<file path="src/rtl/wdt_pkg.sv">
package wdt_pkg;

  typedef struct packed {
    logic       src_sys;
    logic       stop_en;
    logic       halt_en;
    logic [1:0] tap;
  } wdt_mode_t;

  typedef enum logic [1:0] {
    SRC_POR      = 2'b00,
    SRC_WDT      = 2'b01,
    SRC_STOP_WDT = 2'b10,
    SRC_STOP_REC = 2'b11
  } rst_src_e;

  localparam wdt_mode_t MODE_DEFAULT = '{src_sys: 1'b0, stop_en: 1'b0,
                                         halt_en: 1'b1, tap: 2'b01};

  function automatic wdt_mode_t decode_mode(input logic [7:0] d);
    wdt_mode_t m;
    m.tap     = d[1:0];
    m.halt_en = d[2];
    m.stop_en = d[3];
    m.src_sys = d[4];
    return m;
  endfunction

endpackage

</file>
<file path="src/rtl/wdt_cfg_lock.sv">
module wdt_cfg_lock
  import wdt_pkg::*;
#(
  parameter int unsigned WIN_CYCLES = 60,
  parameter int unsigned DATA_W     = 8
) (
  input  logic              clk_i,
  input  logic              rst_ni,
  input  logic              restart_i,
  input  logic              reload_i,
  input  logic              we_i,
  input  logic [DATA_W-1:0] wdata_i,
  output wdt_mode_t         mode_o,
  output logic              open_o
);
  localparam int unsigned WIN_W = $clog2(WIN_CYCLES + 1);
  localparam logic [WIN_W-1:0] WIN_LAST = WIN_W'(WIN_CYCLES);

  logic [WIN_W-1:0] win_q;
  wdt_mode_t        mode_q;

  assign open_o = (win_q < WIN_LAST);
  assign mode_o = mode_q;

  // window saturates at WIN_CYCLES
  always_ff @(posedge clk_i or negedge rst_ni) begin
    if (!rst_ni)        win_q <= '0;
    else if (restart_i) win_q <= '0;
    else if (open_o)    win_q <= win_q + 1'b1;
  end

  always_ff @(posedge clk_i or negedge rst_ni) begin
    if (!rst_ni)              mode_q <= MODE_DEFAULT;
    else if (reload_i)        mode_q <= MODE_DEFAULT;
    else if (we_i && open_o)  mode_q <= decode_mode(wdata_i[7:0]);
  end

endmodule

</file>
<file path="src/rtl/wdt_gate.sv">
module wdt_gate
  import wdt_pkg::*;
(
  input  wdt_mode_t mode_i,
  input  logic      rc_tick_i,
  input  logic      halt_i,
  input  logic      stop_i,
  input  logic      perm_i,
  input  logic      armed_i,
  output logic      count_en_o
);
  logic tick, mode_ok;

  assign tick = mode_i.src_sys | rc_tick_i;

  always_comb begin
    if (stop_i)      mode_ok = mode_i.stop_en & ~mode_i.src_sys;
    else if (halt_i) mode_ok = mode_i.halt_en | perm_i;
    else             mode_ok = 1'b1;
  end

  assign count_en_o = (armed_i | perm_i) & mode_ok & tick;

endmodule

</file>
<file path="src/rtl/wdt_counter.sv">
module wdt_counter #(
  parameter int unsigned TAP0 = 128,
  parameter int unsigned TAP1 = 256,
  parameter int unsigned TAP2 = 512,
  parameter int unsigned TAP3 = 2048
) (
  input  logic       clk_i,
  input  logic       rst_ni,
  input  logic       clr_i,
  input  logic       en_i,
  input  logic [1:0] tap_i,
  output logic       fire_o
);
  localparam int unsigned MAX01 = (TAP0 > TAP1) ? TAP0 : TAP1;
  localparam int unsigned MAX23 = (TAP2 > TAP3) ? TAP2 : TAP3;
  localparam int unsigned MAXT  = (MAX01 > MAX23) ? MAX01 : MAX23;
  localparam int unsigned CNT_W = $clog2(MAXT);

  logic [CNT_W-1:0] cnt_q, last;

  always_comb begin
    unique case (tap_i)
      2'b00:   last = CNT_W'(TAP0 - 1);
      2'b01:   last = CNT_W'(TAP1 - 1);
      2'b10:   last = CNT_W'(TAP2 - 1);
      default: last = CNT_W'(TAP3 - 1);
    endcase
  end

  // >= covers a shorter tap written while counting
  assign fire_o = en_i & ~clr_i & (cnt_q >= last);

  always_ff @(posedge clk_i or negedge rst_ni) begin
    if (!rst_ni)              cnt_q <= '0;
    else if (clr_i || fire_o) cnt_q <= '0;
    else if (en_i)            cnt_q <= cnt_q + 1'b1;
  end

endmodule

</file>
<file path="src/rtl/wdt_lockcfg.sv">
module wdt_lockcfg
  import wdt_pkg::*;
#(
  parameter int unsigned WIN_CYCLES = 60,
  parameter int unsigned DATA_W     = 8,
  parameter int unsigned TAP0       = 128,
  parameter int unsigned TAP1       = 256,
  parameter int unsigned TAP2       = 512,
  parameter int unsigned TAP3       = 2048
) (
  input  logic              clk_i,
  input  logic              rst_ni,
  input  logic              rc_tick_i,
  input  logic              cfg_we_i,
  input  logic [DATA_W-1:0] cfg_wdata_i,
  input  logic              refresh_i,
  input  logic              halt_i,
  input  logic              stop_i,
  input  logic              perm_en_i,
  input  logic              stop_recover_i,
  output logic              wdt_rst_o,
  output logic              stop_rec_o,
  output logic [1:0]        rst_src_o
);
  wdt_mode_t mode;
  logic      win_open, count_en, fire, fire_full, fire_stop, restart;
  logic      armed_q, rst_q, srec_q;
  rst_src_e  src_q;

  assign fire_full = fire & ~stop_i;
  assign fire_stop = fire & stop_i;
  assign restart   = fire | stop_recover_i;

  wdt_cfg_lock #(.WIN_CYCLES(WIN_CYCLES), .DATA_W(DATA_W)) u_cfg (
    .clk_i    (clk_i),
    .rst_ni   (rst_ni),
    .restart_i(restart),
    .reload_i (fire_full),
    .we_i     (cfg_we_i),
    .wdata_i  (cfg_wdata_i),
    .mode_o   (mode),
    .open_o   (win_open)
  );

  wdt_gate u_gate (
    .mode_i    (mode),
    .rc_tick_i (rc_tick_i),
    .halt_i    (halt_i),
    .stop_i    (stop_i),
    .perm_i    (perm_en_i),
    .armed_i   (armed_q),
    .count_en_o(count_en)
  );

  wdt_counter #(.TAP0(TAP0), .TAP1(TAP1), .TAP2(TAP2), .TAP3(TAP3)) u_cnt (
    .clk_i (clk_i),
    .rst_ni(rst_ni),
    .clr_i (refresh_i),
    .en_i  (count_en),
    .tap_i (mode.tap),
    .fire_o(fire)
  );

  always_ff @(posedge clk_i or negedge rst_ni) begin
    if (!rst_ni)        armed_q <= 1'b0;
    else if (fire_full) armed_q <= 1'b0;
    else if (refresh_i) armed_q <= 1'b1;
  end

  always_ff @(posedge clk_i or negedge rst_ni) begin
    if (!rst_ni) begin
      rst_q  <= 1'b0;
      srec_q <= 1'b0;
      src_q  <= SRC_POR;
    end else begin
      rst_q  <= fire_full;
      srec_q <= fire_stop;
      if (fire_full)           src_q <= SRC_WDT;
      else if (fire_stop)      src_q <= SRC_STOP_WDT;
      else if (stop_recover_i) src_q <= SRC_STOP_REC;
    end
  end

  assign wdt_rst_o  = rst_q;
  assign stop_rec_o = srec_q;
  assign rst_src_o  = src_q;

endmodule

</file>
<file path="config.mk">
export PLATFORM = sky130hd
export DESIGN_NAME = wdt_lockcfg
export DESIGN_NICKNAME = d
export VERILOG_FILES = /design/src/rtl/wdt_pkg.sv /design/src/rtl/wdt_cfg_lock.sv /design/src/rtl/wdt_gate.sv /design/src/rtl/wdt_counter.sv /design/src/rtl/wdt_lockcfg.sv
export SDC_FILE = /design/constraint.sdc
export NUM_CORES = 1
export LEC_CHECK = 0
export BUFFER_PORTS_ARGS = -buffer_cell sky130_fd_sc_hd__buf_2
export CAP_MARGIN = 30
export CORE_MARGIN = 2
export CORE_UTILIZATION = 40
export DETAILED_ROUTE_END_ITERATION = 7
export GPL_TIMING_DRIVEN = 0
export PLACE_DENSITY = 0.65
export SYNTH_ARGS = -nofsm -noshare
export SYNTH_HDL_FRONTEND = slang
export SYNTH_SLANG_ARGS = --single-unit
</file>
<file path="constraint.sdc">
create_clock -name clk_i -period 3.2 [get_ports clk_i]
set_input_delay 0.32 -clock clk_i [delete_from_list [all_inputs] [get_ports clk_i]]
set_output_delay 0.32 -clock clk_i [all_outputs]
set_load 0.005 [all_outputs]
</file>
==> results of run 1 <==
## logic make-up (layout without fill, tap and decap cells)
| group | after synthesis | count (layout) | synth area share, % |
|---|---|---|---|
| adder cells (fa/ha/maj) | 6 | 6 | 5.06 |
| AND/OR/NAND/NOR | 76 | 76 | 29.4 |
| flip-flops | 27 | 27 | 45.7 |
| AO/OA/AOI/OAI | 31 | 31 | 15.2 |
| buffers and inverters | 8 | 28 | 2.19 |
| XOR/XNOR | 3 | 3 | 1.77 |
| multiplexers | 1 | 1 | 0.675 |
## placed cells by master (no fill, tap or decap), types with 2 or more instances in the layout
cell	n
sky130_fd_sc_hd__nand3b_1	4
sky130_fd_sc_hd__xnor2_1	2
sky130_fd_sc_hd__buf_2	18
sky130_fd_sc_hd__nor3_1	3
sky130_fd_sc_hd__dfstp_2	2
sky130_fd_sc_hd__a21oi_1	8
sky130_fd_sc_hd__dfrtp_1	25
sky130_fd_sc_hd__o31ai_1	3
sky130_fd_sc_hd__clkbuf_1	2
sky130_fd_sc_hd__clkbuf_8	3
sky130_fd_sc_hd__a211o_1	2
sky130_fd_sc_hd__nand2_1	18
sky130_fd_sc_hd__nand2b_1	2
sky130_fd_sc_hd__nor2_1	11
sky130_fd_sc_hd__ha_1	6
sky130_fd_sc_hd__nor4_1	2
sky130_fd_sc_hd__nand3_1	18
sky130_fd_sc_hd__a31oi_1	7
sky130_fd_sc_hd__nand4b_1	4
sky130_fd_sc_hd__and3_1	3
sky130_fd_sc_hd__inv_1	3
## power by group through the flow
stage	clock, mW	combinational, mW	sequential, mW
3_3_place_gp	0	0.0791	0.376
4_1_cts	0.201	0.0825	0.370
3_5_place_dp	0	0.0819	0.377
6_report	0.195	0.0819	0.370
5_1_grt	0.219	0.0928	0.373
2_1_floorplan	0	0.0536	0.374
## registers in the layout, indices dropped and copies added (netlist names)
register and count:
armed_q 1, rst_src_o 2, stop_rec_o 1, u_cfg.mode_o 5
u_cfg.win_q 6, u_cnt.cnt_q 11, wdt_rst_o 1
## path summary, 6_finish.rpt
kind                                                     to  slack, ns  cells past startpoint
worst min-delay path             u_cnt.cnt_q[3]$_DFFE_PN0P_       0.04                      1
max in group asynchronous       u_cfg.mode_o[4]$_DFFE_PN0P_       2.77                      1
worst max register to register  u_cfg.mode_o[3]$_DFFE_PN0P_       0.72                      8
min in group clk_i              u_cfg.mode_o[0]$_DFFE_PN1P_       0.28                      3
worst min register to register  u_cfg.mode_o[2]$_DFFE_PN1P_       0.49                      2
worst max-delay path            u_cfg.mode_o[3]$_DFFE_PN0P_       0.72                      8
## area by class of cell
type	count	area, um2	share of cell area, %
flip-flops and latches	27	678	40.6
multi-input cells	117	772	46.3
clock buffers	3	41.3	2.47
repair buffers	16	80.1	4.80
inverters	4	15.0	0.900
clock inverters	1	5.00	0.300
plain buffers	4	17.5	1.05
well taps	48	60.1	3.60
## metal layers
metal	global-route usage (%)	vias to the layer above	routed length, um
met2	26.9	26	1490
li1	-	609	-
met3	2.26	6	91
met5	0	-	0
met4	6.91	0	43
met1	22.8	608	1520
## worst max-delay path, cell delays in order, from the launching register on
cell and delay [ns]:
sky130_fd_sc_hd__dfstp_2 0.55, sky130_fd_sc_hd__nand2_1 0.08, sky130_fd_sc_hd__ha_1 0.32, sky130_fd_sc_hd__nand3_1 0.14, sky130_fd_sc_hd__nor4_4 0.39, sky130_fd_sc_hd__nor2_2 0.18, sky130_fd_sc_hd__or4_4 0.55, sky130_fd_sc_hd__inv_2 0.11
sky130_fd_sc_hd__a21oi_1 0.04
## through the flow
stage | std cells | setup slack, ns | util (%) | instance area [um2] | power, mW
2_1_floorplan | 152 | 0.963 | - | 1480 | 0.427
3_3_place_gp | 216 | 0.784 | 45.0 | 1620 | 0.455
3_5_place_dp | 216 | 0.732 | 45.0 | 1620 | 0.459
6_report | 220 | 0.721 | 46.3 | 1670 | 0.647
4_1_cts | 220 | 0.717 | 46.3 | 1670 | 0.654
5_1_grt | 220 | 0.519 | 46.3 | 1670 | 0.685
==> PnR_summary.wiki, run 1 <==
{| class="wikitable"
! Metric !! Value
|-
| Full die area || 4210 um2
|-
| Data required time at the worst endpoint || 3.36 ns
|-
| Cell Area, Synth || 1480 um2
|-
| Max Cap Viol || 0
|-
| Power density over the cells || 388 nW/um2
|-
| Worst setup path category || reg -> reg
|-
| Max-slew violation count || 0
|-
| Kind of launch point of the worst setup path || flip-flop
|-
| Floorplan die width || 64.9 um
|-
| Post-detailed-placement half-perimeter wirelength || 2.31 mm
|-
| Leakage || 0.740 nW
|-
| Number of search-and-repair iterations in the first detailed-routing pass || 4
|-
| Most common cell in the netlist || sky130_fd_sc_hd__dfrtp_1
|-
| I/O pins || 21
|-
| Number of global-route vias before repair || 1290
|-
| Ant. Diodes || 0
|-
| Net count of the finished layout || 196
|-
| Run status || completed
|-
| RSZ-0062 raised after global routing || false
|-
| Switching part of the total power || 26.7%
|-
| Number of remaining DRC errors || 0
|-
| Fill cell count || 341
|-
| Syn Nets || 175
|-
| Slew Limit Headroom || 53.4%
|-
| Sequential-to-total area share from yosys stat || 45.7%
|-
| Post-synth EDFFs || 0
|-
| Drt wl/cell || 14.3 um
|-
| Post CTS Setup Buffer Count || 0
|-
| Synth unique cells || 45
|-
| Vias after detailed routing || 1249
|-
| Internal power summed over all cells || 0.474 mW
|-
| TritonCTS clock tree || done
|-
| Clock transition at the registers of the reported paths || 0.10 ns
|-
| Vias/cell || 5.68
|-
| Worst Max-Slew Pin Slew || 0.697 ns
|-
| Most instantiated cells after synthesis || 25 x sky130_fd_sc_hd__dfrtp_1, 18 x sky130_fd_sc_hd__nand2_1, 18 x sky130_fd_sc_hd__nand3_1
|-
| Worst-Skew Late Latency || 0.27 ns
|-
| Final worst-path cycle share || 77.5%
|-
| Gates resized, CTS repair || 0
|-
| Clock net sink count || 27
|-
| Initial core utilization || 41.1%
|-
| Min cycle time layout || 2.48 ns
|-
| Post-synthesis cell count || 152
|-
| Pin count of the biggest net entering global routing || 28
|-
| Area share of the largest cell type after synthesis || 42.2%
|-
| Flop and latch count out of synthesis || 27
|-
| Data arrival time of the critical path || 2.64 ns
|-
| Overflow left after global routing || 0
|-
| Worst vdd ir || 0.000236 V
|-
| Hold Crit Class || in -> async
|-
| Ys async rst share || 100%
|-
| Capturing element type of the critical path || flip-flop
|-
| Layout cell share with drive strength beyond 1 || 19.2%
|-
| Switching power total || 0.173 mW
|-
| Clock Tree Buf Depth || 2
|-
| Routability congestion estimate from global placement || 0.892
|-
| Area of the core || 3610 um2
|-
| Worst Skew || 0.00687 ns
|-
| Library cell occupying the most area in the post-synthesis netlist || sky130_fd_sc_hd__dfrtp_1
|-
| Die height || 64.9 um
|-
| Total wire length || 3.14 mm
|-
| Area overhead of the layout relative to synthesis || 12.6%
|-
| Critical-path maximum fanout || 10
|-
| Setup TNS || 0 ns
|-
| Fraction of power consumed by sequential logic || 57.2%
|-
| Synthesized area per cell || 9.75 um2
|-
| Number of buffers inserted during clock tree synthesis || 3
|-
| First-pass GRT wire length || 5.61 mm
|-
| Number of warnings printed during yosys synthesis || 0
|-
| Initial antenna violation count || 0
|-
| Root buffer cell || sky130_fd_sc_hd__clkbuf_8
|-
| CTS H-Tree Depth || 1
|-
| Number of cell rows || 22
|-
| Combinational share of power || 12.6%
|-
| Most common flop cell mapped by yosys || sky130_fd_sc_hd__dfrtp_1
|-
| Detailed router's first-iteration violation count || 66
|-
| Hold slack || 0.0353 ns
|-
| Total routing resource utilization after global routing || 16.8%
|-
| Number of buffers inserted by port buffering || 16
|-
| Number of failing hold endpoints at the final stage || 0
|-
| Launch point of the critical path || u_cfg.mode_o[0]$_DFFE_PN1P_
|-
| FF-to-FF Start || u_cfg.mode_o[0]$_DFFE_PN1P_
|-
| Endpoints failing setup || 0
|-
| Hold Buf Count CTS || 0
|-
| Cells taking the most area after synthesis || sky130_fd_sc_hd__dfrtp_1 42%, sky130_fd_sc_hd__nand3_1 6.1%, sky130_fd_sc_hd__ha_1 5.1%
|-
| Share of power burned in the clock network || 30.1%
|-
| F_max || 403 MHz
|-
| Antenna violation net count after detailed routing || 0
|}
No activity file was read; power rests on OpenSTA's default activity.
==> run 2, diff against run 1 <==
==> constraint.sdc (replaced) <==
create_clock -name clk_i -period 2.3 [get_ports clk_i]
set_input_delay 0.23 -clock clk_i [delete_from_list [all_inputs] [get_ports clk_i]]
set_output_delay 0.23 -clock clk_i [all_outputs]
set_load 0.005 [all_outputs]
==> PnR_summary.wiki, run 2 (synthesis results as in run 1) <==
{| class="wikitable"
! Metric !! Value
|-
| Commonest non-fill, non-tap cells in the layout || 25 x sky130_fd_sc_hd__dfrtp_1, 18 x sky130_fd_sc_hd__buf_2, 17 x sky130_fd_sc_hd__nand3_1, 17 x sky130_fd_sc_hd__nand2_1, 11 x sky130_fd_sc_hd__nor2_1
|-
| Data required time at the worst endpoint || 2.46 ns
|-
| TritonCTS clock tree || done
|-
| Initial antenna violation count || 0
|-
| Drt wl/cell || 14.5 um
|-
| Net count of the finished layout || 201
|-
| Number of failing hold endpoints at the final stage || 0
|-
| Ordered cell list for the critical path || nand2_4 -> ha_4 -> nand3_2 -> nor4_4 -> nor2_4 -> or4_4 -> inv_4 -> a21oi_1
|-
| Delay-heaviest family, CP || simple AND/OR/NAND/NOR gates
|-
| Final cell area excluding filler cells || 1780 um2
|-
| Full die area || 4210 um2
|-
| Clock transition at the registers of the reported paths || 0.10 ns
|-
| Number of cell rows || 22
|-
| Design Power || 0.913 mW
|-
| Post-place instance area || 1620 um2
|-
| Final worst-path cycle share || 96.0%
|-
| Number of remaining DRC errors || 0
|-
| Critical-path maximum fanout || 5
|-
| Most common cell after layout, fill and taps aside || sky130_fd_sc_hd__dfrtp_1
|-
| Worst setup path category || reg -> reg
|-
| Critical path buffers and inverters || 1
|-
| Critical-path top delay cell || sky130_fd_sc_hd__dfstp_2
|-
| Worst-Skew Late Latency || 0.27 ns
|-
| Overflow left after global routing || 0
|-
| Post-detailed-placement half-perimeter wirelength || 2.31 mm
|-
| Kind of launch point of the worst setup path || flip-flop
|-
| Delay contributed by the slowest stage of the critical path || 0.57 ns
|-
| Number of global-route vias before repair || 1323
|-
| Vias after detailed routing || 1280
|-
| Worst path setup slack after routing || 0.0924 ns
|-
| Area overhead of the layout relative to synthesis || 20.3%
|-
| Max Cap Viol || 0
|-
| Floorplan die width || 64.9 um
|-
| Routability congestion estimate from global placement || 0.892
|-
| Pre-CTS setup slack || -0.168 ns
|-
| Worst vdd ir || 0.000341 V
|-
| Ant. Diodes || 0
|-
| Largest Register || u_cnt.cnt_q
|-
| Final core utilization || 49.5%
|-
| Max reg flops || 11
|-
| I/O pins || 21
|-
| Power density over the cells || 512 nW/um2
|-
| Root buffer cell || sky130_fd_sc_hd__clkbuf_8
|-
| Worst Skew || 0.00525 ns
|-
| Data arrival time of the critical path || 2.37 ns
|-
| Layout cell share with drive strength beyond 1 || 25.4%
|-
| Worst Max-Slew Pin Slew || 0.678 ns
|-
| Number of buffers inserted by port buffering || 16
|-
| Max-slew violation count || 0
|-
| Slew Limit Headroom || 54.7%
|-
| Endpoints failing setup || 0
|-
| Leakage || 0.778 nW
|-
| RSZ-0062 raised after global routing || false
|-
| Fill cell count || 328
|-
| Clock Tree Buf Depth || 2
|-
| Min cycle time layout || 2.21 ns
|-
| Area of the core || 3610 um2
|-
| Capturing element type of the critical path || flip-flop
|-
| Antenna violation net count after detailed routing || 0
|-
| Total wire length || 3.26 mm
|-
| F_max || 453 MHz
|-
| Clock net sink count || 27
|-
| First-pass GRT wire length || 5.90 mm
|-
| Initial core utilization || 41.1%
|-
| Run status || completed
|-
| Number of search-and-repair iterations in the first detailed-routing pass || 4
|-
| Number of buffers inserted during clock tree synthesis || 3
|-
| Detailed router's first-iteration violation count || 62
|-
| Hold Crit Class || in -> reg
|-
| Total routing resource utilization after global routing || 17.7%
|-
| Pin count of the biggest net entering global routing || 28
|-
| Setup TNS || 0 ns
|-
| Vias/cell || 5.69
|-
| Die height || 64.9 um
|-
| CTS H-Tree Depth || 1
|}
[run 2: where the power goes]
group / total, mW / switching, mW / leakage, nW / internal (mW)
logic: 0.126 / 0.0762 / 0.407 / 0.0499
registers: 0.517 / 0.0212 / 0.346 / 0.496
clock network: 0.269 / 0.148 / 0.0255 / 0.121
[run 2: through the flow]
stage / std cells / hold WS [ns]
after floorplan: 152 / -0.0656
after global placement: 216 / 0.266
after detailed placement: 216 / 0.272
after CTS: 225 / 0.181
after global routing: 225 / 0.205
final: 225 / 0.190
[run 2: path summary, 6_finish.rpt]
check	from	endpoint	slack, ns	cells after the start
setup / recovery	u_cfg.mode_o[0]$_DFFE_PN1P_	u_cfg.mode_o[3]$_DFFE_PN0P_	0.09	8
hold / removal	cfg_wdata_i[2]	u_cfg.mode_o[2]$_DFFE_PN1P_	0.19	3
setup reg to reg	u_cfg.mode_o[0]$_DFFE_PN1P_	u_cfg.mode_o[3]$_DFFE_PN0P_	0.09	8
hold reg to reg	u_cfg.mode_o[2]$_DFFE_PN1P_	u_cfg.mode_o[2]$_DFFE_PN1P_	0.49	2
max in group asynchronous	rst_ni	u_cfg.win_q[2]$_DFFE_PN0P_	1.42	2
min in group asynchronous	rst_ni	u_cnt.cnt_q[3]$_DFFE_PN0P_	0.49	2
[run 2: per-layer routing]
metal  global-route usage [%]  part of all wire, %  up-vias
li1                         -                    -      617
met1                     23.8                   47      633
met2                     29.6                   49       26
met3                     2.08                  2.8        4
met4                     5.59                 0.95        0
met5                        0                    0        -
[run 2: what timing repair did]
item,CTS,global route
gates resized for setup,9,3
endpoints found under the hold margin,25,0
hold buffers,1,0
endpoints found under the setup margin,25,5
gates cloned,0,0
pin swaps,2,4
buffers inserted,4,0
[run 2: tightest hold or removal path: stages]
cell and delay, ns:
sky130_fd_sc_hd__buf_2 0.10, sky130_fd_sc_hd__nand3_1 0.06, sky130_fd_sc_hd__nand3_1 0.07
[run 2: cell type report]
cell class	count	area [um2]	share of cell area (%)
inverter	4	17.5	0.982
tap	48	60.1	3.37
sequential	27	678	38.0
multi-input combinational	117	845	47.3
clock inverter	1	5.00	0.281
clock buffer	3	41.3	2.31
timing repair buffer	21	120	6.73
buffer	4	17.5	0.982
==> run 3, diff against run 2 <==
--- a/config.mk
+++ b/config.mk
@@ -7,7 +7,6 @@
 export LEC_CHECK = 0
 export BUFFER_PORTS_ARGS = -buffer_cell sky130_fd_sc_hd__buf_2
 export CAP_MARGIN = 30
-export CORE_MARGIN = 2
 export CORE_UTILIZATION = 40
 export DETAILED_ROUTE_END_ITERATION = 7
 export GPL_TIMING_DRIVEN = 0
==> PnR_summary.wiki, run 3 (synthesis results as in run 1) <==
{| class="wikitable"
! Metric !! Value
|-
| Clock Tree Buf Depth || 2
|-
| Switching power total || 0.262 mW
|-
| Net count of the finished layout || 201
|-
| Ordered cell list for the critical path || nand2_4 -> ha_4 -> nand3_4 -> nor4_4 -> nor2_4 -> or4_4 -> inv_4 -> a21oi_1
|-
| Hold slack || 0.180 ns
|-
| Layout cell share with drive strength beyond 1 || 26.6%
|-
| Pin count of the biggest net entering global routing || 28
|-
| Area of the core || 3440 um2
|-
| Min cycle time layout || 2.27 ns
|-
| Delay contributed by the slowest stage of the critical path || 0.57 ns
|-
| Final worst-path cycle share || 98.8%
|-
| Overflow left after global routing || 0
|-
| Routability congestion estimate from global placement || 0.793
|-
| Area of combinational cells with multiple inputs || 882 um2
|-
| First-pass GRT wire length || 5.71 mm
|-
| Number of buffers inserted during clock tree synthesis || 3
|-
| Routed met3 length || 146 um
|-
| Initial core utilization || 43.1%
|-
| Capturing element type of the critical path || flip-flop
|-
| Clock net sink count || 27
|-
| Root buffer cell || sky130_fd_sc_hd__clkbuf_8
|-
| Reg-to-reg endpoint || u_cfg.mode_o[1]$_DFFE_PN0P_
|-
| Critical-path top delay cell || sky130_fd_sc_hd__dfstp_2
|-
| Number of failing hold endpoints at the final stage || 0
|-
| Floorplan die width || 62.9 um
|-
| Register cell area after layout || 678 um2
|-
| Endpoints failing setup || 0
|-
| Full die area || 3950 um2
|-
| Antenna violation net count after detailed routing || 0
|-
| Combinational share of power || 14.7%
|-
| Internal power summed over all cells || 0.674 mW
|-
| Data arrival time of the critical path || 2.44 ns
|-
| Total wire length || 3.54 mm
|-
| Number of search-and-repair iterations in the first detailed-routing pass || 4
|-
| Detailed router's first-iteration violation count || 36
|-
| Max-slew violation count || 0
|-
| Data required time at the worst endpoint || 2.46 ns
|-
| Number of global-route vias before repair || 1234
|-
| Largest Register || u_cnt.cnt_q
|-
| Run status || completed
|-
| Worst setup path category || reg -> reg
|-
| Final core utilization || 52.9%
|-
| Max Cap Viol || 0
|-
| Worst Skew || 0.00764 ns
|-
| Switching part of the total power || 28.0%
|-
| Post-place instance area || 1620 um2
|-
| CTS H-Tree Depth || 1
|-
| Vias after detailed routing || 1285
|-
| Total routing resource utilization after global routing || 18.2%
|-
| Fill cell count || 315
|-
| Hold Crit Class || in -> reg
|-
| Number of instances on the worst hold path || 3
|-
| Vias/cell || 5.76
|-
| I/O pins || 21
|-
| Fraction of power consumed by sequential logic || 55.4%
|-
| Endpoint, Worst Hold || u_cfg.mode_o[2]$_DFFE_PN1P_
|-
| Die height || 62.9 um
|-
| Final cell area excluding filler cells || 1820 um2
|-
| Slew Limit Headroom || 53.3%
|-
| Number of cell rows || 21
|-
| FF-to-FF Start || u_cfg.mode_o[0]$_DFFE_PN1P_
|-
| Initial antenna violation count || 0
|-
| Most common cell after layout, fill and taps aside || sky130_fd_sc_hd__dfrtp_1
|-
| Routed met2 length || 1.72 mm
|-
| F_max || 440 MHz
|-
| Drt wl/cell || 15.9 um
|-
| Leakage || 0.782 nW
|-
| Ant. Diodes || 0
|-
| Number of remaining DRC errors || 0
|-
| Critical-path maximum fanout || 6
|-
| Register-to-Register Path Depth || 8
|-
| Share of power burned in the clock network || 29.9%
|-
| Start point of the worst hold path || cfg_wdata_i[2]
|-
| Power density over the cells || 514 nW/um2
|-
| Worst Max-Slew Pin Slew || 0.699 ns
|-
| Max reg flops || 11
|-
| Area overhead of the layout relative to synthesis || 22.9%
|-
| TritonCTS clock tree || done
|-
| Detailed-route wire length on metal 1 || 1.61 mm
|-
| Worst reg2reg setup slack || 0.03 ns
|-
| Commonest non-fill, non-tap cells in the layout || 25 x sky130_fd_sc_hd__dfrtp_1, 18 x sky130_fd_sc_hd__buf_2, 17 x sky130_fd_sc_hd__nand3_1, 17 x sky130_fd_sc_hd__nand2_1, 11 x sky130_fd_sc_hd__nor2_1
|-
| Worst vdd ir || 0.000273 V
|-
| Post-detailed-placement half-perimeter wirelength || 2.27 mm
|-
| Highest routed layer || met4
|-
| Number of buffers inserted by port buffering || 16
|-
| Clock transition at the registers of the reported paths || 0.09 ns
|-
| Kind of launch point of the worst setup path || flip-flop
|-
| Worst-Skew Late Latency || 0.28 ns
|}
## run 3: cell type report
type	count	share of cell area, %
buffer	4	0.962
clock buffer	3	2.27
clock inverter	1	0.412
inverter	4	0.962
multi-input combinational	117	48.4
sequential	27	37.2
tap	46	3.16
timing repair buffer	21	6.59
## run 3: how the worst max path moves through the flow
stage	from	end	slack (ns)	cells after the start
2_1_floorplan	u_cfg.mode_o[0]$_DFFE_PN1P_	u_cfg.mode_o[1]$_DFFE_PN0P_	0.06	8
3_3_place_gp	u_cfg.mode_o[0]$_DFFE_PN1P_	u_cfg.mode_o[4]$_DFFE_PN0P_	-0.11	8
3_5_place_dp	u_cfg.mode_o[0]$_DFFE_PN1P_	u_cfg.mode_o[1]$_DFFE_PN0P_	-0.16	8
4_1_cts	u_cfg.mode_o[0]$_DFFE_PN1P_	u_cfg.mode_o[1]$_DFFE_PN0P_	0.01	8
5_1_grt	u_cfg.mode_o[0]$_DFFE_PN1P_	u_cnt.cnt_q[0]$_DFFE_PN0P_	-0.03	8
6_report	u_cfg.mode_o[0]$_DFFE_PN1P_	u_cfg.mode_o[1]$_DFFE_PN0P_	0.03	8
## run 3: power by group through the flow
stage	combinational (mW)	clock (mW)	sequential, mW
after floorplan	0.0746	0	0.520
after global placement	0.111	0	0.524
after detailed placement	0.115	0	0.526
after CTS	0.124	0.286	0.517
after global routing	0.154	0.301	0.522
final	0.138	0.279	0.518
## run 3: critical path, delay by kind of cell, from the launching register on
kind                     cells  cell delay [ns]
AND/OR/NAND/NOR              5             1.15
AO/OA/AOI/OAI                1             0.04
buffers and inverters        1             0.09
adder cells (fa/ha/maj)      1             0.32
flip-flops                   1             0.57
## run 3: layer usage
metal	vias up	global-route usage, %
met5	-	0
met4	0	7.85
li1	618	-
met1	622	23.9
met3	8	1.82
met2	37	30.2
## run 3: timing repair
item | CTS | global route
setup endpoints to repair | 24 | 15
setup buffers | 3 | 1
hold buffers | 1 | 0
gates resized for setup | 9 | 8
endpoints found under the hold margin | 25 | 0
pin swaps | 2 | 7
## run 3: stage by stage
| stage | worst slack [ns] | power, mW | TNS (ns) | instances |
|---|---|---|---|---|
| after floorplan | 0.0632 | 0.595 | 0 | 152 |
| after global placement | -0.110 | 0.635 | -0.753 | 214 |
| after detailed placement | -0.155 | 0.640 | -1.93 | 214 |
| after CTS | 0.0100 | 0.927 | 0 | 222 |
| after global routing | -0.0312 | 0.976 | -0.133 | 223 |
| final | 0.0275 | 0.936 | 0 | 223 |
